[config.mk]
export PLATFORM = sky130hd
export DESIGN_NAME = scsi_arbiter
export DESIGN_NICKNAME = d
export VERILOG_FILES = /design/src/rtl/scsi_arbiter.sv
export SDC_FILE = /design/constraint.sdc
export NUM_CORES = 1
export LEC_CHECK = 0
export BUFFER_PORTS_ARGS = -buffer_cell sky130_fd_sc_hd__clkbuf_2
export CAP_MARGIN = 10
export CORE_AREA = 2 2 57 59
export CTS_CLUSTER_DIAMETER = 80
export CTS_CLUSTER_SIZE = 10
export DETAILED_ROUTE_END_ITERATION = 12
export DIE_AREA = 0 0 59 61
export PLACE_DENSITY = 0.71
export SYNTH_ARGS = -nofsm -noshare
export SYNTH_HDL_FRONTEND = slang
export SYNTH_SLANG_ARGS = --single-unit
[constraint.sdc]
create_clock -name clk -period 3 [get_ports clk]
set_input_delay 0.6 -clock clk [delete_from_list [all_inputs] [get_ports clk]]
set_output_delay 0.6 -clock clk [all_outputs]
set_load 0.05 [all_outputs]
[src/rtl/scsi_arbiter.sv]
module scsi_arbiter #(
  parameter int FREE_CYCLES   = 40,
  parameter int ARB_DELAY     = 120,
  parameter int SETTLE_CYCLES = 60
) (
  input  logic       clk,
  input  logic       rst_n,
  input  logic       ctl_we,
  input  logic [7:0] ctl_wdata,
  output logic [7:0] ctl_rdata,
  input  logic [2:0] my_id,
  input  logic       bsy_n_in,
  input  logic       sel_n_in,
  input  logic [7:0] data_n_in,
  output logic       bsy_oe,
  output logic       sel_oe,
  output logic [7:0] data_oe,
  output logic       won_pulse,
  output logic       lost_pulse,
  output logic       lost_flag,
  output logic       go_sel
);

  localparam int MAXC = (FREE_CYCLES > ARB_DELAY) ?
                        ((FREE_CYCLES > SETTLE_CYCLES) ? FREE_CYCLES : SETTLE_CYCLES) :
                        ((ARB_DELAY > SETTLE_CYCLES) ? ARB_DELAY : SETTLE_CYCLES);
  localparam int CW = $clog2(MAXC + 1);
  localparam logic [1:0] M_SIMPLE = 2'b00;
  localparam logic [1:0] M_FULL   = 2'b11;

  typedef enum logic [2:0] {S_IDLE, S_FREE, S_ARB, S_SETTLE, S_DONE} st_t;

  st_t         st;
  logic [CW-1:0] cnt;
  logic [1:0]  mode;
  logic        start, atn, par;
  logic [1:0]  flg;

  wire       bus_free = bsy_n_in & sel_n_in;
  wire [7:0] hi_mask  = 8'hFE << my_id;
  wire       higher   = |(~data_n_in & hi_mask);
  wire       mode_ok  = (ctl_wdata[7:6] == M_SIMPLE) || (ctl_wdata[7:6] == M_FULL);

  assign ctl_rdata = {mode, start, atn, par, 1'b0, flg};
  assign bsy_oe    = (st == S_ARB) || (st == S_SETTLE) || (st == S_DONE);
  assign data_oe   = bsy_oe ? (8'b1 << my_id) : 8'b0;
  assign sel_oe    = (st == S_SETTLE) || ((st == S_DONE) && (mode == M_FULL));
  assign go_sel    = (st == S_DONE);

  always_ff @(posedge clk or negedge rst_n) begin
    if (!rst_n) begin
      st         <= S_IDLE;
      cnt        <= '0;
      mode       <= M_FULL;
      start      <= 1'b0;
      atn        <= 1'b0;
      par        <= 1'b0;
      flg        <= 2'b00;
      won_pulse  <= 1'b0;
      lost_pulse <= 1'b0;
      lost_flag  <= 1'b0;
    end else begin
      won_pulse  <= 1'b0;
      lost_pulse <= 1'b0;
      case (st)
        S_IDLE: if (ctl_we) begin
          mode <= ctl_wdata[7:6];
          atn  <= ctl_wdata[4];
          par  <= ctl_wdata[3];
          flg  <= ctl_wdata[1:0];
          if (ctl_wdata[5] && mode_ok) begin
            start     <= 1'b1;
            lost_flag <= 1'b0;
            cnt       <= '0;
            st        <= S_FREE;
          end else begin
            start <= 1'b0;
          end
        end
        S_FREE: begin
          if (!bus_free) cnt <= '0;
          else if (cnt == CW'(FREE_CYCLES - 1)) begin
            cnt <= '0;
            st  <= S_ARB;
          end else cnt <= cnt + 1'b1;
        end
        S_ARB: begin
          if (!sel_n_in || ((cnt == CW'(ARB_DELAY - 1)) && higher)) begin
            st         <= S_IDLE;
            start      <= 1'b0;
            lost_flag  <= 1'b1;
            lost_pulse <= 1'b1;
            cnt        <= '0;
          end else if (cnt == CW'(ARB_DELAY - 1)) begin
            won_pulse <= 1'b1;
            cnt       <= '0;
            st        <= (mode == M_FULL) ? S_SETTLE : S_DONE;
          end else cnt <= cnt + 1'b1;
        end
        S_SETTLE: begin
          if (cnt == CW'(SETTLE_CYCLES - 1)) begin
            cnt <= '0;
            st  <= S_DONE;
          end else cnt <= cnt + 1'b1;
        end
        S_DONE: if (ctl_we && !ctl_wdata[5]) begin
          start <= 1'b0;
          st    <= S_IDLE;
        end
        default: st <= S_IDLE;
      endcase
    end
  end


  pulse_excl_chk: assert property (@(posedge clk) disable iff (!rst_n)
    !(won_pulse && lost_pulse));


  foreign_sel_chk: assert property (@(posedge clk) disable iff (!rst_n)
    (st == S_ARB && !sel_n_in) |=> (lost_pulse && !bsy_oe && data_oe == 8'b0));


  lost_release_chk: assert property (@(posedge clk) disable iff (!rst_n)
    lost_pulse |-> (lost_flag && !bsy_oe && !sel_oe && !go_sel));


  one_id_chk: assert property (@(posedge clk) disable iff (!rst_n)
    $onehot0(data_oe));


  settle_sel_chk: assert property (@(posedge clk) disable iff (!rst_n)
    ($rose(go_sel) && mode == M_FULL) |-> $past(sel_oe));


  busy_write_chk: assert property (@(posedge clk) disable iff (!rst_n)
    (ctl_we && (st == S_FREE || st == S_ARB || st == S_SETTLE)) |=> $stable(ctl_rdata));

endmodule

# Yosys cells after proc, flatten, opt, wreduce, memory -nomap -nowiden
# Index checks and enable logic that the tools add are counted.
# totals
input_bits,24
out_inout_bits,22
word_cells,88
register_bits,20
# op_classes
add_sub_neg,1
eq_ne,17
mux,33
reduce_logical,22
n_shift,2
n_bitwise,3
# ops
op,count
$mux W7,7
$pmux W7 S4,1
$mux W3,9
$pmux W3 S5,1
$eq A7 B6 Y1 const B,2
$mux W1,12
$and A8 B8 Y8,1
$mux W8,1
$ne A2 B2 Y1 const B,4
$not A8 Y8,1
$reduce_and A4 Y1,2
$reduce_or A8 Y1,1
$shl A1 B3 Y8 const A,1
$shl A8 B3 Y8 const A,1
$add A7 B1 Y7 const B,1
$eq A7 B7 Y1 const B,1
$reduce_and A7 Y1,1
$eq A3 B2 Y1 const B,2
$ne A2 B1 Y1 const B,3
$logic_or A1 B1 Y1,5
$eq A2 B2 Y1 const B,2
$logic_and A1 B1 Y1,4
$reduce_bool A4 Y1,1
$eq A3 B1 Y1 const B,1
12 further kinds,13

# Depth between registers and ports, before layout
# Gate-level depths: netlist (run 1).
# logic_depth
depth_word,7
mapped_depth,6
mapped_depth_nobuf,6

# Worst setup path after synthesis (run 1)
# OpenSTA, ideal clock, no wires.
# synth_path
path_type,flip-flop to output port
startpoint,reg st[1]
endpoint,out data_oe[4]
n_path_buf,1
path_slack_ns,0.039
t_required_ns,2.400
stages_incl_launch_ff,7
arrival_ns,2.361
path_cell_list,dfrtp_1 -> buf_2 -> nor2_1 -> nand2_1 -> nand2_1 -> nand2_1 -> nor3_1
# synth_between
elab_chain_cells,4
elab_cells_between_ends,6
cone_classes,eq/ne (3); mux (1); reduce/logical (2)
# synth_rtl
element,line,source
from (decl),33,st_t st;
from (signal assigned),97,st <= (mode == M_FULL) ? S_SETTLE : S_DONE;
$eq A3 B2 Y1,45,assign bsy_oe = (st == S_ARB) || (st == S_SETTLE) || (st == S_DONE);
$logic_or A1 B1 Y1,45,
$logic_or A1 B1 Y1 (*),45,
net bsy_oe,15,"output logic bsy_oe,"
$mux W8 (*),46,assign data_oe = bsy_oe ? (8'b1 << my_id) : 8'b0;
to (decl),17,"output logic [7:0] data_oe,"
# Mark *: on every way through the listed nets, which the timed path passes. The rest lies on a longest branch.

# Worst setup path after layout (run 1)
# layout_path
startpoint,reg st[1]
endpoint,out data_oe[0]
# layout_between
elab_chain_cells,4
elab_cells_between_ends,6
cone_classes,eq/ne (3); mux (1); reduce/logical (2)
# layout_rtl
element,line
$eq A3 B2 Y1,45
$logic_or A1 B1 Y1,45
$logic_or A1 B1 Y1 (*),45
$mux W8 (*),46
# Every way passes the cells marked *; elsewhere a longest branch is shown, timed or not.

==> impl_metrics.py, run 1 <==
metrics = {
    "timing": {
        "final_clock_period_utilization_by_the_worst_path_pct": 80.5,
        "final-hold-violation-count": 0,
        "max_slew_margin_pct": 50.3,
        "timing.final.setup_violations": 0,
        "worstMarginPinSlew_ps": 743,
        "clock_skew_ps": 5.39,
        "unrepaired_setup_endpoints_after_global_routing": "false",
        "finalSetupTns_ps": 0,
        "fmax_ghz": 0.414,
        "report.final.slew_viol_count": 0,
        "period_minus_slack_ps": 2410,
    },
    "pwr": {
        "cellPowerDensity_nw_per_um2": 928,
        "worst_ir_drop_vdd_mv": 0.709,
        "p_leak_nw": 0.733,
    },
    "final_layout": {
        "final_cell_area_um2": 1530,
        "finish.utilization_pct": 51.8,
        "nets": 193,
        "layout-area-overhead-vs-synth_pct": 19.3,
        "drive_gt1_share_pct": 39.5,
        "diodes": 0,
    },
    "synthesis": {
        "flip_flop_cell_with_the_highest_count_after_synthesis": "sky130_fd_sc_hd__dfrtp_1",
        "post-synth-top-area-fraction_pct": 35.2,
        "post_synth_num_cell_types": 44,
        "yosysTopAreaCell": "sky130_fd_sc_hd__dfrtp_1",
        "synthXorXnorAreaFrac_pct": 1.37,
        "syn-cell-area_um2": 1280,
        "synth_area_leaders": "sky130_fd_sc_hd__dfrtp_1, sky130_fd_sc_hd__mux2_2, sky130_fd_sc_hd__dfstp_2",
        "synth.cells.most_frequent": "sky130_fd_sc_hd__dfrtp_1, sky130_fd_sc_hd__nor2_1, sky130_fd_sc_hd__nand2_1",
        "synthesis.yosys.warnings": 0,
        "synth_seq_area_share_pct": 39.3,
        "synthCells": 129,
        "post_synth_fa_ha_maj_area_fraction_pct": 1.76,
        "synth_fp_nets": 154,
        "most_frequently_used_cell_type_in_the_post_synthesis_netlist": "sky130_fd_sc_hd__dfrtp_1",
        "synth_compound_area_share_pct": 23.1,
        "synth_mux_area_share_pct": 6.15,
        "synth_top_family_by_area": "compound AO/OA/AOI/OAI gates",
        "synth-edff-count": 0,
        "async_flop_share_pct": 100,
        "synth.ff_latch_count": 20,
        "synth_simple_gate_area_share_pct": 23.0,
        "synthesis.area_per_instance_um2": 9.93,
    },
    "routing": {
        "drtAntennaViolNets": 0,
        "vias": 1128,
        "via_per_inst": 5.64,
        "routed_wirelength_um": 2670,
        "avgRoutedWirePerCell_um": 13.3,
        "dr.pass1.iters": 4,
        "remaining_drc_errors": 0,
        "initialDrtViolationCount": 26,
    },
    "hold_path": {
        "hold_class": "input port to async pin",
    },
    "setup_path": {
        "worst_path_max_delay_cell": "sky130_fd_sc_hd__dfrtp_1",
        "critical_path_cell_count": 6,
        "cp_slowest_stage_delay_ps": 530,
        "criticalPathCategory": "flip-flop to output port",
        "cp-end-kind": "output port",
        "reg2reg_depth": 6,
        "timing.critical_path.from_type": "flip-flop",
        "critical_path_required_ps": 2400,
        "crit_path_cell_trace": "nor2_1 -> nand2_1 -> nand2_1 -> nand2b_1 -> nor3_1 -> clkbuf_2",
        "cp.buffers_inverters": 1,
        "timing.critical_path.arrival_ps": 1810,
        "crit_fanout": 11,
        "cell_occurring_most_often_along_the_worst_timing_path": "sky130_fd_sc_hd__nand2_1",
        "path_delay_family": "simple AND/OR/NAND/NOR gates",
    },
    "place": {
        "io_buffers": 42,
        "dpl_cell_area_um2": 1480,
        "routabilityCongestion": 0.795,
        "post-dp-hpwl_um": 2140,
    },
    "global_route": {
        "grt_antenna_before_repair": 0,
        "grt_pass1_vias": 1130,
        "grt_max_degree": 21,
        "wire_length_of_the_first_global_routing_pass_um": 4720,
        "grt_overflow_total": 0,
        "grt.total_usage_pct": 17.3,
    },
    "clocking": {
        "cts_inserted_buffers": 3,
        "worst_setup_hold_path_clk_slew_ps": 120,
        "cts_sinks": 20,
        "postCtsHoldBufs": 0,
        "cts-root-buf": "sky130_fd_sc_hd__clkbuf_4",
        "cts_tree": "yes",
        "clock_network_latency_to_the_later_pin_of_the_worst_skew_pair_ps": 300,
        "h_tree_levels": 1,
        "cts.path.max_buffers": 2,
        "cts_repair_resize_count": 0,
        "postCtsSetupBuffers": 0,
    },
    "floorplanning": {
        "chipWidth_um": 59,
        "rows": 20,
        "io-pin-count": 46,
        "die_area_um2": 3600,
        "core-area_um2": 2950,
        "dieHeight_um": 61,
        "initial_core_util_pct": 43.4,
    },
    "job": {
        "drv.max_cap_violation_count": 0,
    },
    "status": {
        "outcome": "completed",
    },
}
==> logic make-up after synthesis <==
kind of cell / after synthesis
compound gates: 33
buf+inv: 10
other cells: 1
xor+xnor: 2
flops: 20
mux: 7
fa+ha+maj: 2
simple gates: 54
==> where the power goes <==
group	leakage, nW	switching, mW	internal (mW)	total [mW]
sequential	0.256	0.0813	0.362	0.443
clock	0.0279	0.0834	0.135	0.218
combinational	0.449	0.506	0.252	0.758
total	0.733	0.670	0.749	1.42
==> cells in the final DEF (no fill, tap or decap), types with 3 or more instances in the layout <==
| cell type | n |
|---|---|
| sky130_fd_sc_hd__dfrtp_1 | 18 |
| sky130_fd_sc_hd__clkbuf_4 | 3 |
| sky130_fd_sc_hd__nand2b_1 | 8 |
| sky130_fd_sc_hd__nand3_1 | 5 |
| sky130_fd_sc_hd__nand2_1 | 12 |
| sky130_fd_sc_hd__o21ai_0 | 5 |
| sky130_fd_sc_hd__nor3_1 | 4 |
| sky130_fd_sc_hd__nand3b_1 | 3 |
| sky130_fd_sc_hd__a21o_1 | 4 |
| sky130_fd_sc_hd__mux2_2 | 7 |
| sky130_fd_sc_hd__clkbuf_2 | 42 |
| sky130_fd_sc_hd__nor2_1 | 14 |
| sky130_fd_sc_hd__a22o_1 | 5 |
==> routing by layer <==
| layer | GRT usage (%) | wire (um) | up-vias |
|---|---|---|---|
| li1 | - | - | 548 |
| met1 | 20.6 | 1120 | 529 |
| met2 | 30.6 | 1350 | 45 |
| met3 | 2.77 | 159 | 6 |
| met4 | 8.12 | 44 | 0 |
| met5 | 0 | 0 | - |
==> layout make-up <==
class,instances,area (um2)
well taps,33,41.3
fillers,283,1420
inverters,2,7.51
flip-flops and latches,20,503
multi-input cells,99,714
clock inverters,1,30.0
clock buffers,3,22.5
repair buffers,42,210
==> worst paths after layout <==
path | from | endpoint | slack (ps)
min in group clk | lost_flag | lost_flag | 500
worst min register to register | lost_flag | lost_flag | 500
worst max register to register | cnt[0] | cnt[4] | 1090
max in group asynchronous | rst_n | mode[0] | 2410
worst min-delay path | rst_n | flg[1] | 240
worst max-delay path | st[1] | data_oe[0] | 590
==> flip-flops by register name, summed over array words and instances (netlist names) <==
signal	cells
cnt	7
st	3
flg	2
mode	2
atn	1
lost_flag	1
lost_pulse	1
par	1
start	1
won_pulse	1
==> through the flow <==
step	setup slack, ps	power [mW]	std cells	hold WS (ps)
detailed placement	942	1.21	196	481
global placement	964	1.19	196	466
floorplan	38.8	1.09	129	304
CTS	589	1.43	200	252
global route	349	1.51	200	249
finish	586	1.42	200	236
Power figures use the tool's default switching activity.
==> inputs of run 2 (changes only) <==
ABC_AREA = 1   (was unset)
clock period = 2.5 ns   (was 3 ns; I/O delays follow)
==> run 2 against run 1 <==
Sequential cell count stayed put. Largest cell class unchanged. Synthesized cell count is 48% higher. Total power is 14% higher. Sequential share of layout area is 1.1 points lower. Via count is 7.8% higher. Clock skew is 1.1 ps lower. Largest power group unchanged.
==> impl_metrics.py, run 2 <==
metrics = {
    "timing": {
        "timing.final.setup_violations": 0,
        "report.final.slew_viol_count": 0,
        "clock_skew_ps": 4.31,
        "timing.final.ws_setup_ps": 253,
        "unrepaired_setup_endpoints_after_global_routing": "false",
        "final-hold-violation-count": 0,
        "period_minus_slack_ps": 2250,
        "fmax_ghz": 0.445,
        "finalHoldWorstSlack_ps": 140,
        "final_clock_period_utilization_by_the_worst_path_pct": 89.9,
    },
    "clocking": {
        "cts_inserted_buffers": 3,
        "cts_tree": "yes",
        "clock_network_latency_to_the_later_pin_of_the_worst_skew_pair_ps": 300,
        "postCtsHoldBufs": 0,
        "cts_repair_resize_count": 0,
        "postCtsSetupBuffers": 0,
        "worst_setup_hold_path_clk_slew_ps": 110,
        "h_tree_levels": 1,
        "cts_sinks": 20,
        "cts.path.max_buffers": 2,
        "cts-root-buf": "sky130_fd_sc_hd__clkbuf_4",
    },
    "synthesis": {
        "synthCells": 191,
        "synthesis.area_per_instance_um2": 6.79,
        "synthesis.yosys.warnings": 0,
        "synth_seq_area_share_pct": 38.8,
        "post_synth_num_cell_types": 25,
        "synth.cells.most_frequent": "sky130_fd_sc_hd__nand2_1, sky130_fd_sc_hd__inv_1, sky130_fd_sc_hd__nor2_1",
        "synth-edff-count": 0,
        "syn-cell-area_um2": 1300,
        "synth_fp_nets": 216,
        "async_flop_share_pct": 100,
        "post-synth-top-area-fraction_pct": 34.7,
        "synth.ff_latch_count": 20,
        "most_frequently_used_cell_type_in_the_post_synthesis_netlist": "sky130_fd_sc_hd__nand2_1",
        "yosysTopAreaCell": "sky130_fd_sc_hd__dfrtp_1",
        "flip_flop_cell_with_the_highest_count_after_synthesis": "sky130_fd_sc_hd__dfrtp_1",
        "synth_area_leaders": "sky130_fd_sc_hd__dfrtp_1, sky130_fd_sc_hd__nand2_1, sky130_fd_sc_hd__inv_1",
    },
    "pwr": {
        "clock_power_share_pct": 11.6,
        "switching_power_mw": 0.864,
        "p_leak_nw": 0.910,
        "cellPowerDensity_nw_per_um2": 1020,
        "cell_internal_pwr_mw": 0.752,
        "reg_power_share_pct": 30.7,
        "part_of_the_power_in_combinational_logic_pct": 57.7,
        "switching_share_pct": 53.4,
        "finalPower_mw": 1.62,
        "worst_ir_drop_vdd_mv": 0.594,
    },
    "setup_path": {
        "cp-end-kind": "output port",
        "crit_path_cell_trace": "inv_2 -> nand2_4 -> nor2_4 -> inv_1 -> o21ai_2 -> nand2_1 -> nor2_2 -> clkbuf_2",
        "cp_slowest_stage_delay_ps": 430,
        "critical_path_required_ps": 2000,
        "timing.critical_path.arrival_ps": 1750,
        "timing.critical_path.from_type": "flip-flop",
        "criticalPathCategory": "flip-flop to output port",
        "worst_path_max_delay_cell": "sky130_fd_sc_hd__dfrtp_1",
        "crit_fanout": 5,
    },
    "status": {
        "outcome": "completed",
    },
    "floorplanning": {
        "rows": 20,
        "initial_core_util_pct": 43.9,
        "core-area_um2": 2950,
        "chipWidth_um": 59,
        "die_area_um2": 3600,
        "io-pin-count": 46,
        "dieHeight_um": 61,
    },
    "global_route": {
        "grt_antenna_before_repair": 0,
        "grt_overflow_total": 0,
        "grt_pass1_vias": 1133,
        "grt_max_degree": 21,
        "grt.total_usage_pct": 16.6,
        "wire_length_of_the_first_global_routing_pass_um": 4570,
    },
    "routing": {
        "avgRoutedWirePerCell_um": 9.73,
        "via_per_inst": 4.57,
        "drtAntennaViolNets": 0,
        "vias": 1216,
        "routed_wirelength_um": 2590,
        "dr.pass1.iters": 4,
        "remaining_drc_errors": 0,
        "initialDrtViolationCount": 67,
    },
    "job": {
        "drv.max_cap_violation_count": 0,
    },
    "place": {
        "dpl_worst_slack_ps": 581,
        "routabilityCongestion": 0.818,
        "post-dp-hpwl_um": 2180,
        "io_buffers": 42,
    },
    "final_layout": {
        "max_flop_register": "cnt",
        "largest_registers": "cnt x7, st x3",
        "layout-area-overhead-vs-synth_pct": 22.2,
        "filler_cell_count": 300,
        "drive_gt1_share_pct": 33.5,
        "diodes": 0,
        "largest_register_ff_count": 7,
        "multi_input_comb_area_um2": 666,
        "area.sequential_um2": 503,
        "layout.cells.most_common": "sky130_fd_sc_hd__nand2_1",
        "final_cell_mix": "sky130_fd_sc_hd__nand2_1, sky130_fd_sc_hd__clkbuf_2, sky130_fd_sc_hd__inv_1",
        "nets": 259,
    },
    "hold_path": {
        "hold_class": "input port to async pin",
    },
}
## run 2: cell count changes in the layout (fill, tap and decap cells not counted), moves of 4 or more
| cell | change |
|---|---|
| sky130_fd_sc_hd__nand2_1 | +51 |
| sky130_fd_sc_hd__inv_1 | +24 |
| sky130_fd_sc_hd__nor2_2 | +11 |
| sky130_fd_sc_hd__inv_2 | +8 |
| sky130_fd_sc_hd__nand2b_1 | -8 |
| sky130_fd_sc_hd__mux2_2 | -7 |
| sky130_fd_sc_hd__nand3_1 | +7 |
| sky130_fd_sc_hd__a22o_1 | -5 |
| sky130_fd_sc_hd__o21ai_1 | +5 |
| sky130_fd_sc_hd__a21o_1 | -4 |
| sky130_fd_sc_hd__o21ai_2 | +4 |
## run 2: power groups by stage
stage	logic (mW)	registers [mW]	clock network [mW]
2_1_floorplan	0.632	0.642	0
3_3_place_gp	0.932	0.501	0
3_5_place_dp	0.937	0.504	0
4_1_cts	0.940	0.497	0.197
5_1_grt	1.04	0.513	0.210
6_report	0.932	0.497	0.187
## run 2: path summary, 6_finish.rpt
check | startpoint | slack (ps) | depth (start not counted) | endpoint
max reg2reg | cnt[1] | 980 | 11 | st[2]
min reg2reg | flg[1] | 490 | 2 | flg[1]
max in group asynchronous | rst_n | 2010 | 1 | mode[0]
min | rst_n | 140 | 1 | start
min in group clk | ctl_wdata[3] | 390 | 3 | par
max | st[1] | 250 | 8 | data_oe[0]
## run 2: cell type report
class                           count  area share [%]
Timing Repair Buffer               42            13.3
Clock buffer                        4            2.29
Tap cell                           33            2.61
Inverter                           34            8.06
Sequential cell                    20            31.8
Multi-Input combinational cell    133            42.0
## run 2: worst max-delay path: cells and delay by family (launching register included)
family / cells / cell delay (ps)
flip-flops: 1 / 430
AO/OA/AOI/OAI: 1 / 80
buffers and inverters: 3 / 460
AND/OR/NAND/NOR: 4 / 480
## run 2: stage by stage
step / instances / instance area (um2) / TNS [ps] / utilization (%)
5_1_grt: 266 / 1580 / 0 / 53.6
3_3_place_gp: 262 / 1550 / 0 / 52.4
2_1_floorplan: 191 / 1330 / -20.8 / -
4_1_cts: 266 / 1580 / 0 / 53.6
6_report: 266 / 1580 / 0 / 53.6
3_5_place_dp: 262 / 1550 / 0 / 52.4
## run 2: kinds of logic (layout without fill, tap and decap cells)
kind of cell / after synthesis / in the layout / share of synthesized area [%]
AOI/OAI and AO/OA: 19 / 19 / 8.69
xor gates and xnor gates: 4 / 4 / 2.70
adders and majority gates: 1 / 1 / 0.965
buffers and inverters: 38 / 80 / 12.2
DFF: 20 / 20 / 38.8
other: 1 / 1 / 0.289
and+or+nand+nor: 108 / 108 / 36.4
## run 2: metal layers
metal,part of all wire (%),vias up,track usage [%]
met5,0,-,0
met4,0.58,0,2.92
met3,5.5,2,5.12
met2,46,29,29.2
met1,48,519,20.2
li1,-,666,-
==> inputs of run 3 (changes only) <==
ABC_AREA = unset   (was 1)
==> run 3 against run 2 <==
Global-route usage down 0.25 points. Final area down 2.8%. Wire length up 6.4%. Clock power up 42%. Critical path depth down 2. Non-clock buffer count unchanged. Sequential share of layout area up 0.93 points. Final cell count down 25%. Largest cell class unchanged. Fmax down 3.3%. Sequential cell count unchanged. Clock skew down 2.3 ps. Sequential power up 8.2%.
==> impl_metrics.py, run 3 (synthesis results as in run 1) <==
metrics = {
    "routing": {
        "avgRoutedWirePerCell_um": 13.8,
        "route.top_layer_used": "met4",
        "initialDrtViolationCount": 22,
        "drtAntennaViolNets": 0,
        "drt-met1-wl_um": 1180,
        "via_per_inst": 5.56,
        "vias": 1111,
        "remaining_drc_errors": 0,
        "met2_wirelength_um": 1370,
        "routed_wirelength_um": 2750,
        "routed-wl-met3_um": 178,
        "dr.pass1.iters": 4,
    },
    "clocking": {
        "worst_setup_hold_path_clk_slew_ps": 120,
        "postCtsHoldBufs": 0,
        "h_tree_levels": 1,
        "postCtsSetupBuffers": 0,
        "cts.path.max_buffers": 2,
        "clock_network_latency_to_the_later_pin_of_the_worst_skew_pair_ps": 300,
        "cts_inserted_buffers": 3,
        "cts-root-buf": "sky130_fd_sc_hd__clkbuf_4",
        "cts_tree": "yes",
        "cts_sinks": 20,
        "cts_repair_resize_count": 0,
    },
    "setup_path": {
        "worst_path_max_delay_cell": "sky130_fd_sc_hd__dfrtp_1",
        "timing.critical_path.from_type": "flip-flop",
        "r2r_start": "cnt[0]",
        "timing.critical_path.arrival_ps": 1820,
        "critical_path_required_ps": 2000,
        "criticalPathCategory": "flip-flop to output port",
        "cp_slowest_stage_delay_ps": 530,
        "crit_path_cell_trace": "nor2_1 -> nand2_1 -> nand2_1 -> nand2b_1 -> nor2_1 -> clkbuf_2",
        "crit_fanout": 11,
        "cp-end-kind": "output port",
        "crit_startpoint": "st[1]",
        "rrSetupSlack_ps": 580,
    },
    "place": {
        "routabilityCongestion": 0.764,
        "dpl_worst_slack_ps": 513,
        "dpl_cell_area_um2": 1490,
        "io_buffers": 42,
        "post-dp-hpwl_um": 2120,
        "placed_cells": 196,
    },
    "floorplanning": {
        "chipWidth_um": 59,
        "core-area_um2": 2950,
        "io-pin-count": 46,
        "dieHeight_um": 61,
        "die_area_um2": 3600,
        "initial_core_util_pct": 43.4,
        "rows": 20,
    },
    "job": {
        "drv.max_cap_violation_count": 0,
    },
    "final_layout": {
        "finish.utilization_pct": 52.1,
        "multi_input_comb_area_um2": 724,
        "layout.cells.most_common": "sky130_fd_sc_hd__clkbuf_2",
        "area.sequential_um2": 503,
        "post_layout_nonfiller_instances": 200,
        "nets": 193,
        "filler_cell_count": 290,
        "max_flop_register": "cnt",
        "drive_gt1_share_pct": 40.7,
        "diodes": 0,
        "final_cell_mix": "sky130_fd_sc_hd__clkbuf_2, sky130_fd_sc_hd__dfrtp_1, sky130_fd_sc_hd__nor2_1",
        "final_cell_area_um2": 1540,
        "layout-area-overhead-vs-synth_pct": 20.1,
        "largest_registers": "cnt x7, st x3",
        "largest_register_ff_count": 7,
    },
    "global_route": {
        "grt_overflow_total": 0,
        "grt_pass1_vias": 1048,
        "grt_max_degree": 21,
        "grt_antenna_before_repair": 0,
        "grt.total_usage_pct": 16.3,
        "wire_length_of_the_first_global_routing_pass_um": 4410,
    },
    "timing": {
        "worstMarginPinSlew_ps": 753,
        "timing.final.ws_setup_ps": 177,
        "finalHoldWorstSlack_ps": 133,
        "clock_skew_ps": 2.01,
        "fmax_ghz": 0.430,
        "final-hold-violation-count": 0,
        "finalSetupTns_ps": 0,
        "final_clock_period_utilization_by_the_worst_path_pct": 92.9,
        "max_slew_margin_pct": 49.6,
        "report.final.slew_viol_count": 0,
        "timing.final.setup_violations": 0,
        "period_minus_slack_ps": 2320,
        "unrepaired_setup_endpoints_after_global_routing": "false",
    },
    "hold_path": {
        "hold_class": "input port to async pin",
    },
    "status": {
        "outcome": "completed",
    },
    "pwr": {
        "worst_ir_drop_vdd_mv": 0.834,
        "cellPowerDensity_nw_per_um2": 1120,
        "reg_power_share_pct": 31.3,
        "switching_share_pct": 47.6,
        "switching_power_mw": 0.818,
        "cell_internal_pwr_mw": 0.899,
        "clock_power_share_pct": 15.4,
        "part_of_the_power_in_combinational_logic_pct": 53.3,
        "finalPower_mw": 1.72,
        "p_leak_nw": 0.735,
    },
}
## run 3: path summary, 6_finish.rpt
| kind | to | depth (start not counted) |
|---|---|---|
| setup / recovery | data_oe[2] | 6 |
| hold / removal | flg[1] | 1 |
| setup reg to reg | cnt[3] | 6 |
| hold reg to reg | lost_flag | 1 |
| max in group asynchronous | mode[1] | 1 |
| min in group clk | flg[0] | 2 |
## run 3: power by group through the flow
stage | Sequential, mW | Combinational (mW) | Clock [mW]
global placement | 0.530 | 0.897 | 0
floorplan | 0.648 | 0.657 | 0
CTS | 0.539 | 0.920 | 0.272
detailed placement | 0.545 | 0.917 | 0
finish | 0.538 | 0.915 | 0.265
global route | 0.555 | 0.971 | 0.280
## run 3: critical path: cells and delay by family, from the launching register on
family | cells | cell delay, ps
buf+inv | 1 | 290
flops | 1 | 530
simple gates | 5 | 700
## run 3: layout make-up
| class | instances | share of cell area [%] |
|---|---|---|
| multi-input cells | 99 | 47.1 |
| flip-flops and latches | 20 | 32.7 |
| repair buffers | 42 | 13.7 |
| well taps | 33 | 2.68 |
| clock inverters | 1 | 1.95 |
| clock buffers | 3 | 1.46 |
| inverters | 2 | 0.488 |
## run 3: routing by layer
| layer | up-vias | global-route usage (%) |
|---|---|---|
| li1 | 545 | - |
| met1 | 516 | 18.9 |
| met2 | 48 | 29.4 |
| met3 | 2 | 2.77 |
| met4 | 0 | 7.47 |
| met5 | - | 0 |
